--- src/rtl/lli_dma_chan.sv ---
module lli_dma_chan #(
  parameter int AW     = 32,
  parameter int DW     = 32,
  parameter int SIZE_W = 16
) (
  input  logic              clk,
  input  logic              rst_n,
  input  logic              start,
  input  logic [AW-1:0]     start_ptr,
  input  logic [1:0]        src_mode,
  input  logic [1:0]        dst_mode,
  input  logic              ctl_replay,
  output logic              mem_req,
  output logic              mem_we,
  output logic [AW-1:0]     mem_addr,
  output logic [DW-1:0]     mem_wdata,
  input  logic              mem_ack,
  input  logic [DW-1:0]     mem_rdata,
  output logic              mv_start,
  output logic [AW-1:0]     mv_src,
  output logic [AW-1:0]     mv_dst,
  output logic [SIZE_W-1:0] mv_size,
  output logic [DW-1:0]     mv_ctlb,
  input  logic              mv_done,
  output logic              busy,
  output logic              chain_done
);
  localparam int SH = $clog2(DW / 8);
  localparam logic [1:0] M_REPLAY = 2'd1;
  localparam logic [1:0] M_CONTIG = 2'd2;

  typedef enum logic [2:0] {S_IDLE, S_FETCH, S_RUN, S_WAIT, S_WB} st_t;

  st_t st;
  logic [2:0] idx;
  logic [AW-1:0] ptr, nxt, src, dst;
  logic [DW-1:0] ctla, ctlb;
  logic first, cr, done_q;
  logic [1:0] sm, dm;

  wire [AW-1:0] step = AW'(ctla[SIZE_W-1:0]) << SH;

  function automatic logic [AW-1:0] pick(input logic [1:0] m, input logic fst,
                                         input logic [AW-1:0] cur, input logic [AW-1:0] w,
                                         input logic [AW-1:0] inc);
    if (fst) return w;
    case (m)
      M_REPLAY: return cur;
      M_CONTIG: return cur + inc;
      default:  return w;
    endcase
  endfunction

  always_ff @(posedge clk) begin
    if (!rst_n) begin
      st <= S_IDLE; idx <= '0; ptr <= '0; nxt <= '0; src <= '0; dst <= '0;
      ctla <= '0; ctlb <= '0; first <= 1'b0; cr <= 1'b0; sm <= '0; dm <= '0;
      done_q <= 1'b0;
    end else begin
      done_q <= 1'b0;
      case (st)
        S_IDLE: if (start && start_ptr != '0) begin
          ptr <= start_ptr; first <= 1'b1; idx <= '0;
          sm <= src_mode; dm <= dst_mode; cr <= ctl_replay;
          st <= S_FETCH;
        end
        S_FETCH: if (mem_ack) begin
          case (idx)
            3'd0: src <= pick(sm, first, src, AW'(mem_rdata), step);
            3'd1: dst <= pick(dm, first, dst, AW'(mem_rdata), step);
            3'd2: nxt <= AW'(mem_rdata);
            3'd3: if (first || !cr) ctla <= mem_rdata;
            default: if (first || !cr) ctlb <= mem_rdata;
          endcase
          idx <= idx + 3'd1;
          if (idx == 3'd4) st <= S_RUN;
        end
        S_RUN:  st <= S_WAIT;
        S_WAIT: if (mv_done) st <= S_WB;
        S_WB: if (mem_ack) begin
          if (nxt == '0) begin
            st <= S_IDLE; done_q <= 1'b1;
          end else begin
            ptr <= nxt; first <= 1'b0; idx <= '0; st <= S_FETCH;
          end
        end
        default: st <= S_IDLE;
      endcase
    end
  end

  assign mem_req    = (st == S_FETCH) || (st == S_WB);
  assign mem_we     = (st == S_WB);
  assign mem_addr   = ptr + (AW'(mem_we ? 3'd3 : idx) << SH);
  assign mem_wdata  = {1'b1, ctla[DW-2:0]};
  assign mv_start   = (st == S_RUN);
  assign mv_src     = src;
  assign mv_dst     = dst;
  assign mv_size    = ctla[SIZE_W-1:0];
  assign mv_ctlb    = ctlb;
  assign busy       = (st != S_IDLE);
  assign chain_done = done_q;
endmodule

--- config.mk ---
export PLATFORM = sky130hd
export DESIGN_NAME = lli_dma_chan
export DESIGN_NICKNAME = d
export VERILOG_FILES = /design/src/rtl/lli_dma_chan.sv
export SDC_FILE = /design/constraint.sdc
export NUM_CORES = 1
export LEC_CHECK = 0
export BUFFER_PORTS_ARGS = -buffer_cell sky130_fd_sc_hd__buf_4
export CELL_PAD_IN_SITES_DETAIL_PLACEMENT = 1
export CELL_PAD_IN_SITES_GLOBAL_PLACEMENT = 1
export CORE_MARGIN = 2
export CORE_UTILIZATION = 42
export CTS_CLUSTER_SIZE = 24
export DETAILED_ROUTE_END_ITERATION = 8
export PLACE_DENSITY_LB_ADDON = 0.1
export SETUP_SLACK_MARGIN = 0.2
export SLEW_MARGIN = 15
export SYNTH_ARGS = -nofsm -noshare
export SYNTH_HDL_FRONTEND = slang
export SYNTH_SLANG_ARGS = --single-unit
--- constraint.sdc ---
create_clock -name clk -period 5.25 [get_ports clk]
set_input_delay 0.525 -clock clk [delete_from_list [all_inputs] [get_ports clk]]
set_output_delay 0.525 -clock clk [all_outputs]
set_load 0.005 [all_outputs]
Word-level counts from Yosys, hierarchy flattened
Index checks and enable logic that the tools add are counted.
W data, S select, Z words.
{"block": "totals", "ff_bits": 204, "inputBits": 74, "out_inout_bits": 181, "word_cells": 96}
{"block": "op_classes", "add_sub_neg": 4, "eq_ne": 20, "mux": 36, "bitwise": 1, "reduce_logical": 22}
{"cell": "$mux W32", "count": 6}
{"cell": "$pmux W32 S2", "count": 3}
{"cell": "$add A32 B18 Y32", "count": 2}
{"cell": "$add A32 B5 Y32", "count": 1}
{"cell": "$logic_not A32 Y1", "count": 1}
{"cell": "$reduce_bool A32 Y1", "count": 1}
{"cell": "$mux W3", "count": 10}
{"cell": "$reduce_and A4 Y1", "count": 5}
{"cell": "$pmux W3 S5", "count": 1}
{"cell": "$mux W1", "count": 14}
{"cell": "$ne A2 B2 Y1 const B", "count": 7}
{"cell": "$eq A3 B2 Y1 const B", "count": 4}
{"cell": "$reduce_and A5 Y1", "count": 2}
{"cell": "$pmux W3 S3", "count": 1}
{"cell": "$eq A3 B1 Y1 const B", "count": 2}
{"cell": "$eq A3 B3 Y1 const B", "count": 2}
{"cell": "$logic_not A3 Y1", "count": 2}
{"cell": "$reduce_and A3 Y1", "count": 2}
{"cell": "$reduce_bool A3 Y1", "count": 2}
{"cell": "$eq A2 B1 Y1 const B", "count": 2}
{"cell": "$eq A2 B2 Y1 const B", "count": 2}
{"cell": "$reduce_or A4 Y1", "count": 1}
{"cell": "$add A3 B1 Y3 const B", "count": 1}
{"cell": "$logic_or A1 B1 Y1", "count": 2}
{"cell": "other kinds (7)", "count": 7}

Logic depth before layout (Yosys ltp)
{"block": "logic_depth", "ltp_word": 7, "mapped_depth": 14, "ltp_nobuf": 11}

Worst setup path before layout
OpenSTA, ideal clock, no wires.
{"block": "synth_path", "path_kind": "register to output", "startpoint": "register st[1]", "endpoint": "output port mem_addr[31]", "arrival_ps": 2724, "required_ps": 4725, "path_slack_ps": 2001, "path_stages_with_launch": 15, "path_buffers": 3, "cell_sequence": "dfxtp_1 -> buf_2 -> nor2_1 -> nand2_1 -> inv_1 -> buf_2 -> buf_1 -> nor2_1 -> ha_1 -> a21oi_1 -> nor3_1 -> and2_1 -> and2_1 -> nand4_1 -> xnor2_1"}
{"block": "synth_between", "elab_chain_cells": 3}
{"item": "from (decl)", "line_no": "34", "source": "st_t st;"}
{"item": "from (signal assigned)", "line_no": "56", "source": "st <= S_IDLE; idx <= '0; ptr <= '0; nxt <= '0; src <= '0; dst <= '0;"}
{"item": "from (signal assigned)", "line_no": "65", "source": "st <= S_FETCH;"}
{"item": "from (signal assigned)", "line_no": "76", "source": "if (idx == 3'd4) st <= S_RUN;"}
{"item": "$eq A3 B3 Y1", "line_no": "93", "source": "assign mem_we = (st == S_WB);"}
{"item": "named net mem_we", "line_no": "14", "source": "output logic mem_we,"}
{"item": "$mux W3", "line_no": "94", "source": "assign mem_addr = ptr + (AW'(mem_we ? 3'd3 : idx) << SH);"}
{"item": "$add A32 B5 Y32", "line_no": "94"}
{"item": "to (decl)", "line_no": "15", "source": "output logic [AW-1:0] mem_addr,"}
The timed path passes the listed nets, and every way through them passes these cells.

Worst setup path in the final report
{"block": "layout_path", "startpoint": "register st[0]", "endpoint": "output port mem_addr[31]"}
{"block": "layout_between", "elab_chain_cells": 3}
{"item": "$eq A3 B3 Y1", "line_no": "93"}
{"item": "$mux W3", "line_no": "94"}
{"item": "$add A32 B5 Y32", "line_no": "94"}
Every way passes these cells.

==> impl_metrics.tcl <==
set metrics [dict create \
    drv_cap 0 \
    hp-class "input pin to flip-flop" \
    placed_area_um2 12800 \
    cts_buffers 24 \
    initial_core_util_pct 43.0 \
    yosysMostFrequentCell "nand2_1" \
    syn_to_final_growth_pct 24.3 \
    hold_buffers 0 \
    numPortBuffers 253 \
    synth_seq_cells 204 \
    p_per_area_nw_per_um2 288 \
    slowest_stage "dfxtp_1" \
    crit_required_ps 4720 \
    htreeDepth 1 \
    core_area_um2 25300 \
    synth_commonest_cells "nand2_1, dfxtp_1, a21oi_1" \
    clkSinkCount 204 \
    dieArea_um2 27200 \
    synthCells 1422 \
    crit_chain "nor2_1 -> nand2_1 -> nand2_1 -> ha_1 -> a21o_1 -> a21oi_1 -> nor3_1 -> and2_1 -> and2_1 -> nand4_1 -> xnor2_1 -> buf_4" \
    drt_iter0_markers 649 \
    wl_per_cell_um 20.8 \
    netlist.area_leader.share_pct 37.5 \
    outcome "finished, final reports clean" \
    synth-compound-area-share_pct 22.5 \
    grtUsageTotal_pct 29.2 \
    clkTransAtPathRegs_ps 60 \
    drv_slew 0 \
    hold_viol_final 0 \
    cp.arrival_ps 3790 \
    rsz0062_at_grt "no" \
    grt_pass1_wl_mm 62.5 \
    syn_area_per_cell_um2 7.66 \
    firstDrtPassIters 5 \
    viasPerCell 5.77 \
    multi_input_area_um2 6200 \
    synth_fa_ha_area_share_pct 5.15 \
    post_synth_and_or_nand_nor_area_fraction_pct 24.4 \
    synthMuxAreaShare_pct 0.839 \
    critPathTopFamily "simple AND/OR/NAND/NOR gates" \
    rows 58 \
    cp_max_fo 18 \
    io-pin-count 255 \
    fin_crit_sh_pct 82.2 \
    synth_cell_types 74 \
    num_antenna_cells 0 \
    synth-warning-count 0 \
    max_clock_freq_ghz 0.232 \
    seqCellArea_um2 4080 \
    gr-total-overflow 0 \
    path_buf_inv 1 \
    fin_crit_ps 4320 \
    grt_pass1_vias 11100 \
    ys_async_sr_fraction_pct 0 \
    finalSetupViolCount 0 \
    drive_above_1_share_pct 20.0 \
    cts_resized 0 \
    dp_hpwl_mm 28.7 \
    critPathLaunchType "flip-flop" \
    die_y_um 165 \
    gp_congestion 0.878 \
    syn_nets 1539 \
    tritoncts "yes" \
    fin_skew_ps 30.6 \
    synth_edf_count 0 \
    nets 1719 \
    post_cts_buffers 0 \
    ys_seq_area_share_pct 37.5 \
    tightest_slew_ps 1110 \
    leakagePower_nw 5.60 \
    max_stage_delay_ps 520 \
    ys.flop_type "dfxtp_1" \
    critical_path_class "flip-flop to primary output" \
    syn-cell-area_um2 10900 \
    cts-root-buf "clkbuf_16" \
    dieWidth_um 165 \
    grt_max_degree 71 \
    finalWirelength_mm 40.6 \
    clk_path_buf_depth 3 \
    netlist.top_cell.by_area "dfxtp_1" \
    synth_top_family_by_area "simple AND/OR/NAND/NOR gates" \
    detail-route-antenna-nets 0 \
    clock_latency_ps 530 \
    antenna_found_initial 0 \
    vias 11200 \
    end_kind "primary output" \
    synth_xor_xnor_area_share_pct 3.94 \
    ir_drop_v 0.000187 \
    finish.instance_area_um2 13500 \
    slew_headroom_pct 25.8 \
    n_fill_cell 3177 \
    drc 0 \
    p_total_mw 3.89 \
    synthTopCellsByArea "dfxtp_1, nand2_1, a21oi_1" \
    setup_tns_ps 0 \
]
==> cell type report <==
type                       count  share of cell area, %
clock buffer                  37                   5.17
sequential                   204                   30.2
inverter                      17                  0.490
multi-input combinational   1089                   45.8
clock inverter                 7                  0.545
timing repair buffer         266                   14.8
tap                          330                   3.05
==> cell families after synthesis <==
family	count (synthesis)
other	1
xor gates and xnor gates	49
buffers and inverters	129
adders and majority gates	43
DFF	204
muxes	9
and+or+nand+nor	610
AOI/OAI and AO/OA	377
==> metrics by stage <==
stage / worst slack [ps] / hold slack [ps] / instances / util (%)
global placement: 1740 / 443 / 1906 / 50.4
floorplan: 2000 / 449 / 1422 / -
finish: 935 / 225 / 1950 / 53.4
detailed placement: 1500 / 449 / 1906 / 50.4
CTS: 921 / 222 / 1950 / 53.4
global route: 741 / 225 / 1950 / 53.4
==> worst register-to-register path, stage by stage, from the launching register on <==
cell,delay (ps)
dfxtp_1,520
nor2_1,120
nand2_1,500
inv_1,140
buf_4,280
a22oi_1,240
and2_2,690
buf_4,380
nor2_1,70
a311oi_1,250
==> where the power goes <==
group	switching, mW	internal [mW]	total, mW	leakage, nW
sequential	0.0806	1.62	1.70	1.66
clock	0.681	0.967	1.65	0.378
combinational	0.304	0.240	0.544	3.56
total	1.07	2.83	3.89	5.60
==> path summary, 6_finish.rpt <==
| path | from | endpoint | slack [ps] | cells after the start |
|---|---|---|---|---|
| setup reg to reg | st[0] | ptr[7] | 1950 | 9 |
| hold / removal | ctl_replay | cr | 230 | 3 |
| hold reg to reg | mv_ctlb[17] | mv_ctlb[17] | 460 | 2 |
| setup / recovery | st[0] | mem_addr[31] | 930 | 12 |
==> layout by cell type (no fill, tap or decap), drive strengths merged, types with 17 or more instances in the layout <==
| cell | n |
|---|---|
| ha | 40 |
| o21ai | 54 |
| nor4 | 21 |
| xnor2 | 35 |
| dfxtp | 204 |
| and3 | 26 |
| clkbuf | 37 |
| inv | 17 |
| buf | 266 |
| a211oi | 22 |
| a21o | 17 |
| nor3 | 17 |
| nand4 | 25 |
| nor2 | 97 |
| a311oi | 56 |
| nand2 | 356 |
| nand3 | 28 |
| a21oi | 155 |
==> registers in the layout, summed over array words and instances (netlist names) <==
name / flops
nxt: 32
mv_src: 32
ptr: 32
mv_ctlb: 32
mv_dst: 32
dm: 2
sm: 2
first: 1
cr: 1
chain_done: 1
ctla: 31
st: 3
idx: 3
==> routing by layer <==
layer,vias up,GRT usage [%],wire length (µm),share of wire [%]
met4,0,8.81,1120,2.7
met3,56,4.52,2380,5.9
li1,5396,-,-,-
met5,-,0,0,0
met1,5484,38.5,18000,44
met2,308,49.3,19100,47
Note: power is estimated with default switching activity, not from simulation.
